$ cat src/rtl/sce_pkg.sv
package sce_pkg;
  // Opcode bit positions are behavioural: bit 7 down to bit 0.
  typedef struct packed {
    logic special;
    logic msel;
    logic din;
    logic dout;
    logic lsb;
    logic sneg;
    logic bits;
    logic lneg;
  } sce_op_t;

  typedef enum logic [2:0] {
    ST_IDLE,
    ST_LLO,
    ST_LHI,
    ST_PAY,
    ST_SHIFT,
    ST_PUSH
  } sce_state_t;
endpackage

$ cat src/rtl/sce_opdec.sv
module sce_opdec
  import sce_pkg::*;
#(
  parameter int BW = 8,
  localparam int IW = $clog2(BW)
) (
  input  logic [BW-1:0] op_byte,
  input  logic [BW-1:0] len_byte,
  input  logic [BW-1:0] pay_byte,
  output sce_op_t       op,
  output logic [IW-1:0] last_idx,
  output logic          first_bit
);
  assign op        = sce_op_t'(op_byte);
  assign last_idx  = op.bits ? len_byte[IW-1:0] : IW'(BW - 1);
  assign first_bit = op.lsb ? pay_byte[0] : pay_byte[BW-1];
endmodule

$ cat src/rtl/sce_tick.sv
module sce_tick #(
  parameter int DIV_W = 8
) (
  input  logic             clk,
  input  logic             rst_n,
  input  logic             en,
  input  logic [DIV_W-1:0] div_i,
  output logic             tick
);
  logic [DIV_W-1:0] cnt_q;

  assign tick = en && (cnt_q == div_i);

  always_ff @(posedge clk) begin
    if (!rst_n || !en || tick) cnt_q <= '0;
    else                       cnt_q <= cnt_q + 1'b1;
  end
endmodule

$ cat src/rtl/sce_lane.sv
module sce_lane #(
  parameter int BW = 8,
  localparam int IW = $clog2(BW)
) (
  input  logic          clk,
  input  logic          rst_n,
  input  logic          load_tx,
  input  logic [BW-1:0] tx_in,
  input  logic          lsb,
  input  logic [IW-1:0] idx,
  input  logic          cap,
  input  logic          clr,
  input  logic          sdi,
  output logic          bit_out,
  output logic [BW-1:0] rx_q
);
  logic [BW-1:0] tx_q;

  assign bit_out = lsb ? tx_q[idx] : tx_q[IW'(BW - 1) - idx];

  always_ff @(posedge clk) begin
    if (!rst_n) begin
      tx_q <= '0;
      rx_q <= '0;
    end else begin
      if (load_tx) tx_q <= tx_in;
      if (clr)      rx_q <= '0;
      else if (cap) rx_q <= lsb ? {sdi, rx_q[BW-1:1]} : {rx_q[BW-2:0], sdi};
    end
  end
endmodule

$ cat src/rtl/shift_cmd_engine.sv
module shift_cmd_engine
  import sce_pkg::*;
#(
  parameter int DIV_W = 8
) (
  input  logic             clk,
  input  logic             rst_n,
  input  logic [DIV_W-1:0] div_i,
  input  logic             cmd_valid,
  output logic             cmd_ready,
  input  logic [7:0]       cmd_data,
  output logic             rsp_valid,
  input  logic             rsp_ready,
  output logic [7:0]       rsp_data,
  output logic             sclk_o,
  output logic             sdo_o,
  input  logic             sdi_i,
  output logic             sms_o,
  output logic             bad_op_o
);
  localparam int BW    = 8;
  localparam int IW    = $clog2(BW);
  localparam int LEN_W = 2 * BW;

  sce_state_t       state_q;
  logic [BW-1:0]    op_raw_q;
  sce_op_t          op;
  logic [IW-1:0]    last_dec, last_q, idx_q, lidx;
  logic             ph_q, tick, first_bit, bit_out;
  logic [LEN_W-1:0] remain_q;
  logic [BW-1:0]    rx_q;
  logic             cmd_hs, load_tx, cap, slot_free, byte_end;
  logic             unit_done, start_shift, drive_en, drive_val;

  sce_opdec #(.BW(BW)) u_dec (
    .op_byte(op_raw_q), .len_byte(cmd_data), .pay_byte(cmd_data),
    .op(op), .last_idx(last_dec), .first_bit(first_bit)
  );

  sce_tick #(.DIV_W(DIV_W)) u_tick (
    .clk(clk), .rst_n(rst_n), .en(state_q == ST_SHIFT), .div_i(div_i), .tick(tick)
  );

  sce_lane #(.BW(BW)) u_lane (
    .clk(clk), .rst_n(rst_n), .load_tx(load_tx), .tx_in(cmd_data), .lsb(op.lsb),
    .idx(lidx), .cap(cap), .clr(start_shift), .sdi(sdi_i),
    .bit_out(bit_out), .rx_q(rx_q)
  );

  assign cmd_ready = (state_q == ST_IDLE) || (state_q == ST_LLO) ||
                     (state_q == ST_LHI)  || (state_q == ST_PAY);
  assign cmd_hs    = cmd_valid && cmd_ready;
  assign load_tx   = (state_q == ST_PAY) && cmd_hs;
  assign lidx      = ph_q ? IW'(idx_q + 1'b1) : idx_q;
  assign slot_free = !rsp_valid || rsp_ready;

  always_comb begin
    byte_end  = (state_q == ST_SHIFT) && tick && ph_q && (idx_q == last_q);
    cap       = (state_q == ST_SHIFT) && tick && op.din && (ph_q == op.sneg);
    unit_done = (byte_end && !op.din) || ((state_q == ST_PUSH) && slot_free);
    start_shift = load_tx ||
                  ((state_q == ST_LLO) && cmd_hs && op.bits && !op.dout) ||
                  ((state_q == ST_LHI) && cmd_hs && !op.dout) ||
                  (unit_done && (remain_q != '0) && !op.dout);
    drive_en  = op.dout && ((load_tx && op.lneg) ||
                ((state_q == ST_SHIFT) && tick &&
                 (ph_q ? (op.lneg && (idx_q != last_q)) : !op.lneg)));
    drive_val = load_tx ? first_bit : bit_out;
  end

  always_ff @(posedge clk) begin
    if (!rst_n) begin
      state_q   <= ST_IDLE;
      op_raw_q  <= '0;
      last_q    <= '0;
      idx_q     <= '0;
      ph_q      <= 1'b0;
      remain_q  <= '0;
      sclk_o    <= 1'b0;
      bad_op_o  <= 1'b0;
      rsp_valid <= 1'b0;
      rsp_data  <= '0;
    end else begin
      bad_op_o <= 1'b0;
      if (rsp_valid && rsp_ready) rsp_valid <= 1'b0;
      case (state_q)
        ST_IDLE: if (cmd_hs) begin
          if (cmd_data[BW-1]) bad_op_o <= 1'b1;
          else begin
            op_raw_q <= cmd_data;
            state_q  <= ST_LLO;
          end
        end
        ST_LLO: if (cmd_hs) begin
          last_q   <= last_dec;
          remain_q <= op.bits ? '0 : LEN_W'(cmd_data);
          if (op.bits) state_q <= op.dout ? ST_PAY : ST_SHIFT;
          else         state_q <= ST_LHI;
        end
        ST_LHI: if (cmd_hs) begin
          remain_q[LEN_W-1:BW] <= cmd_data;
          state_q <= op.dout ? ST_PAY : ST_SHIFT;
        end
        ST_PAY: if (cmd_hs) state_q <= ST_SHIFT;
        ST_SHIFT: if (tick) begin
          ph_q   <= !ph_q;
          sclk_o <= !ph_q;
          if (ph_q) begin
            if (idx_q != last_q) idx_q <= idx_q + 1'b1;
            else if (op.din)     state_q <= ST_PUSH;
          end
        end
        ST_PUSH: if (slot_free) begin
          rsp_data  <= rx_q;
          rsp_valid <= 1'b1;
        end
        default: state_q <= ST_IDLE;
      endcase
      if (unit_done) begin
        if (remain_q != '0) begin
          remain_q <= remain_q - 1'b1;
          state_q  <= op.dout ? ST_PAY : ST_SHIFT;
        end else begin
          state_q <= ST_IDLE;
        end
      end
      if (start_shift) begin
        idx_q <= '0;
        ph_q  <= 1'b0;
      end
    end
  end

  always_ff @(posedge clk) begin
    if (!rst_n) begin
      sdo_o <= 1'b0;
      sms_o <= 1'b0;
    end else if (drive_en) begin
      if (op.msel) sms_o <= drive_val;
      else         sdo_o <= drive_val;
    end
  end

  // the serial clock never stays high once the engine is idle
  assert_sclk_idle_R9: assert property (@(posedge clk) disable iff (!rst_n)
    (state_q == ST_IDLE) |-> !sclk_o);

  // no command byte is taken while the clock is high mid-transfer
  assert_ready_closed_R10: assert property (@(posedge clk) disable iff (!rst_n)
    sclk_o |-> !cmd_ready);

  // a held response keeps its value until consumed
  assert_rsp_hold_R11: assert property (@(posedge clk) disable iff (!rst_n)
    (rsp_valid && !rsp_ready) |=> (rsp_valid && $stable(rsp_data)));

  // each pulse follows an accepted special byte
  assert_bad_origin_R8: assert property (@(posedge clk) disable iff (!rst_n)
    bad_op_o |-> $past(cmd_valid && cmd_ready && cmd_data[BW-1]));

  // mode-select shifting leaves the data pin alone
  assert_msel_sdo_R7: assert property (@(posedge clk) disable iff (!rst_n)
    ((state_q == ST_SHIFT) && op.msel) |=> $stable(sdo_o));
endmodule

$ cat config.mk
export PLATFORM = sky130hd
export DESIGN_NAME = shift_cmd_engine
export DESIGN_NICKNAME = d
export VERILOG_FILES = /design/src/rtl/sce_pkg.sv /design/src/rtl/sce_opdec.sv /design/src/rtl/sce_tick.sv /design/src/rtl/sce_lane.sv /design/src/rtl/shift_cmd_engine.sv
export SDC_FILE = /design/constraint.sdc
export NUM_CORES = 1
export LEC_CHECK = 0
export BUFFER_PORTS_ARGS = -buffer_cell sky130_fd_sc_hd__clkbuf_2
export CORE_ASPECT_RATIO = 0.75
export CORE_UTILIZATION = 40
export CTS_CLUSTER_DIAMETER = 80
export DETAILED_ROUTE_END_ITERATION = 12
export GPL_ROUTABILITY_DRIVEN = 1
export GPL_TIMING_DRIVEN = 1
export SLEW_MARGIN = 0
export SYNTH_ARGS = -nofsm -noshare
export SYNTH_HDL_FRONTEND = slang
export SYNTH_SLANG_ARGS = --single-unit
$ cat constraint.sdc
create_clock -name clk -period 2.4 [get_ports clk]
set_input_delay 0.72 -clock clk [delete_from_list [all_inputs] [get_ports clk]]
set_output_delay 0.72 -clock clk [all_outputs]
set_load 0.02 [all_outputs]
==> summary.txt <==
Power
  – Pleak: 1.71 nW
  – Pwr Density: 828 nW/um^2
  – Total power: 4.01 mW
  – VDD IR-drop max: approximately 0.00051 V

STA
  – Final-report max-slew violation count: 0
  – Fin crit period: ~2.3 ns
  – Worst-margin pin slew: 0.595 ns
  – Setup Viol. Count Final: 0
  – Period utilisation layout: 93.8%
  – Setup Skew: 0.00306 ns
  – Final Hold Fails: 0
  – Setup TNS: 0 ns
  – RSZ-0062 raised after global routing: false
  – Rel. slew slack: 60.3%
  – Fmax: 444 MHz
  – Final WS setup: 0.150 ns
  – Final hold slack: between 0.4 and 0.5 ns

Critical path
  – Type of element launching the critical path: flip-flop
  – Crit. End Element: flip-flop
  – Reg-to-reg slack, setup: 0.15 ns
  – Peak fanout along the critical path: 19
  – Worst EP arrival: approximately 2.5 ns
  – Worst path required time: 2.61 ns
  – WS Path Type: flip-flop to flip-flop

Cells and area
  – Diodes inserted: 0
  – Multi-input gate area: approximately 2500 sq um
  – Final #Nets: 549
  – Area Overhead vs Synth: 17.9%
  – Sequential cell area: ~1400 sq um
  – Fin cells: around 660
  – Final core utilization: 49.4%
  – Filler Cells Inserted: roughly 980
  – Cell area after layout: approximately 4800 sq um
  – Layout cells sized above 1: 23.4%

Synthesis
  – Mapped Avg Cell Area: ~8.6 sq um
  – Seq cells post-synth: 70
  – Yosys warnings: 0
  – Register area share after synthesis: 34.1%
  – Net count after synthesis: slightly above 500
  – Post-synth EDFFs: 0
  – Ys async rst share: 0%
  – Synth Flop Type: dfxtp_1
  – Synth Cell Area: 4110 sq um
  – Post-Synthesis Cells: 479
  – Netlist cell types: 72

Hold path
  – Type of the tightest min-delay check: flip-flop to flip-flop

Global routing
  – Global-route usage over all layers: 21.4%
  – Vias in the first global route: approximately 3500
  – Largest net degree at the start of global routing: 48
  – First-pass GRT wire length: 18.0 mm
  – GR Overflow Total: 0
  – Antenna violations before repair: 0

Clocking
  – CTS Buf Count: 9
  – CTS Root Buffer Type: clkbuf_16
  – Skew-Pair Late Insertion Delay: 0.34 ns
  – Bufs on Longest Clock Path: 2
  – Clk sinks: 70
  – Clock transition at path regs: 0.05 ns
  – CTS tree: done
  – H-tree levels: 3
  – Hold_buf cts: 0

Route
  – DRT iter0 DRCs: between 300 and 400
  – DRC violations left: 0
  – Routed WL: 11.0 mm
  – Antenna Nets Post-Route: 0
  – Vias: 3741
  – Pre-antenna DRT Iters: 5
  – Via density: 5.66
  – Average wire per standard cell: 16.6 microns

Place
  – GPL Wtd Cong: between 0.8 and 0.9
  – Placed inst area: 4540 sq um
  – DP Wirelength: 8.14 mm
  – Pre-CTS setup slack: -0.0320 ns
  – Port bufs: 34
  – Dpl cells: approximately 640

Floorplan
  – Die width: roughly 120 microns
  – Core box area: 9810 sq um
  – Chip height: 89.8 microns
  – Rows: 31
  – Die footprint: 10700 sq um
  – I/O pin cnt: 35
  – Starting Density: 41.9%

Run status
  – Outcome: finished, final reports clean

Run
  – Max_cap viols: 0
==> metal layers <==
layer  global-route usage [%]  vias to the layer above  part of all wire (%)
li1                         -                     1832                     -
met1                     31.7                     1768                    51
met2                     30.5                      127                    42
met3                     5.20                       14                   6.6
met4                     5.49                        0                   1.1
met5                        0                        -                     0
==> synthesized netlist by cell type (all sizes together) (4+ instances only) <==
cell    number  area (sq um)
o211ai       4          30.0
o21ai       14          70.1
nand2       59           231
mux2i       28           280
xor2         6          52.6
nand3       14          70.1
nor3         8          45.0
clkbuf      17          63.8
inv          9          33.8
or3          4          30.0
nand4        9          83.8
nor4         5          58.8
a31oi        6          50.0
dfxtp       70          1400
nor2b        7          46.3
a211oi      30           260
xnor2       25           219
buf         16           119
a21oi       32           160
and3        11          73.8
nor2        51           209
a22oi        8          60.1
==> flip-flops by register name (all words and copies together), names as in the netlist, 3 cells and up <==
signal and flops:
u_lane.tx_q 8, last_q 3, state_q 3, remain_q 16, op_raw_q 7, u_tick.cnt_q 8, rsp_data 8, u_lane.rx_q 8
idx_q 3
==> final timing paths <==
path | from | depth (start not counted) | endpoint
worst min register to register | rsp_data[2]$_SDFFE_PN0P_ | 2 | rsp_data[2]$_SDFFE_PN0P_
worst max-delay path | remain_q[0]$_SDFF_PN0_ | 10 | remain_q[0]$_SDFF_PN0_
worst max register to register | remain_q[0]$_SDFF_PN0_ | 10 | remain_q[0]$_SDFF_PN0_
worst min-delay path | rsp_data[2]$_SDFFE_PN0P_ | 2 | rsp_data[2]$_SDFFE_PN0P_
==> cell usage in the layout, fill, tap and decap left out, types with 9 or more instances in the layout <==
master     synthesis  layout
clkbuf_2           0      34
clkbuf_16          0       9
o21ai_0           14      14
nor2_1            44      44
mux2i_1           28      28
nand2_1           57      57
a21oi_1           32      32
dfxtp_1           70      70
and3_1            10      10
nand3_1           14      14
xnor2_1           25      25
a211oi_1          23      23
buf_4              1      31
==> critical path, stage by stage (launching register included) <==
cell and delay, ns:
dfxtp_1 0.35, inv_1 0.07, ha_1 0.18, nor3b_2 0.18, buf_4 0.15, nand4_1 0.23
o32ai_4 0.37, nor2_2 0.10, buf_12 0.16, a211oi_1 0.24, a211oi_1 0.09
==> area by class of cell <==
| type | count | share of cell area, % |
|---|---|---|
| Clock buffer | 10 | 4.93 |
| Clock inverter | 5 | 0.749 |
| Inverter | 9 | 0.697 |
| Tap cell | 132 | 3.41 |
| Sequential cell | 70 | 28.9 |
| Timing Repair Buffer | 68 | 9.55 |
| Multi-Input combinational cell | 367 | 51.8 |
==> cells by family after synthesis <==
kind of cell	share of synthesized area (%)
AOI/OAI and AO/OA	21.6
xor gates and xnor gates	6.61
adders and majority gates	0.913
buffers and inverters	5.27
DFF	34.1
muxes	7.37
and+or+nand+nor	24.1
==> repair_timing <==
item | 4_1_cts | 5_1_grt
resized for setup | 0 | 2
endpoints found under the setup margin | 0 | 18
hold endpoints to repair | 0 | 0
buffers inserted | 0 | 2
==> power breakdown <==
| part | switching, mW | internal [mW] |
|---|---|---|
| sequential | 0.173 | 1.25 |
| combinational | 0.753 | 0.615 |
| clock | 0.498 | 0.720 |
| total | 1.42 | 2.59 |
Note: power is estimated with default switching activity, not from simulation.
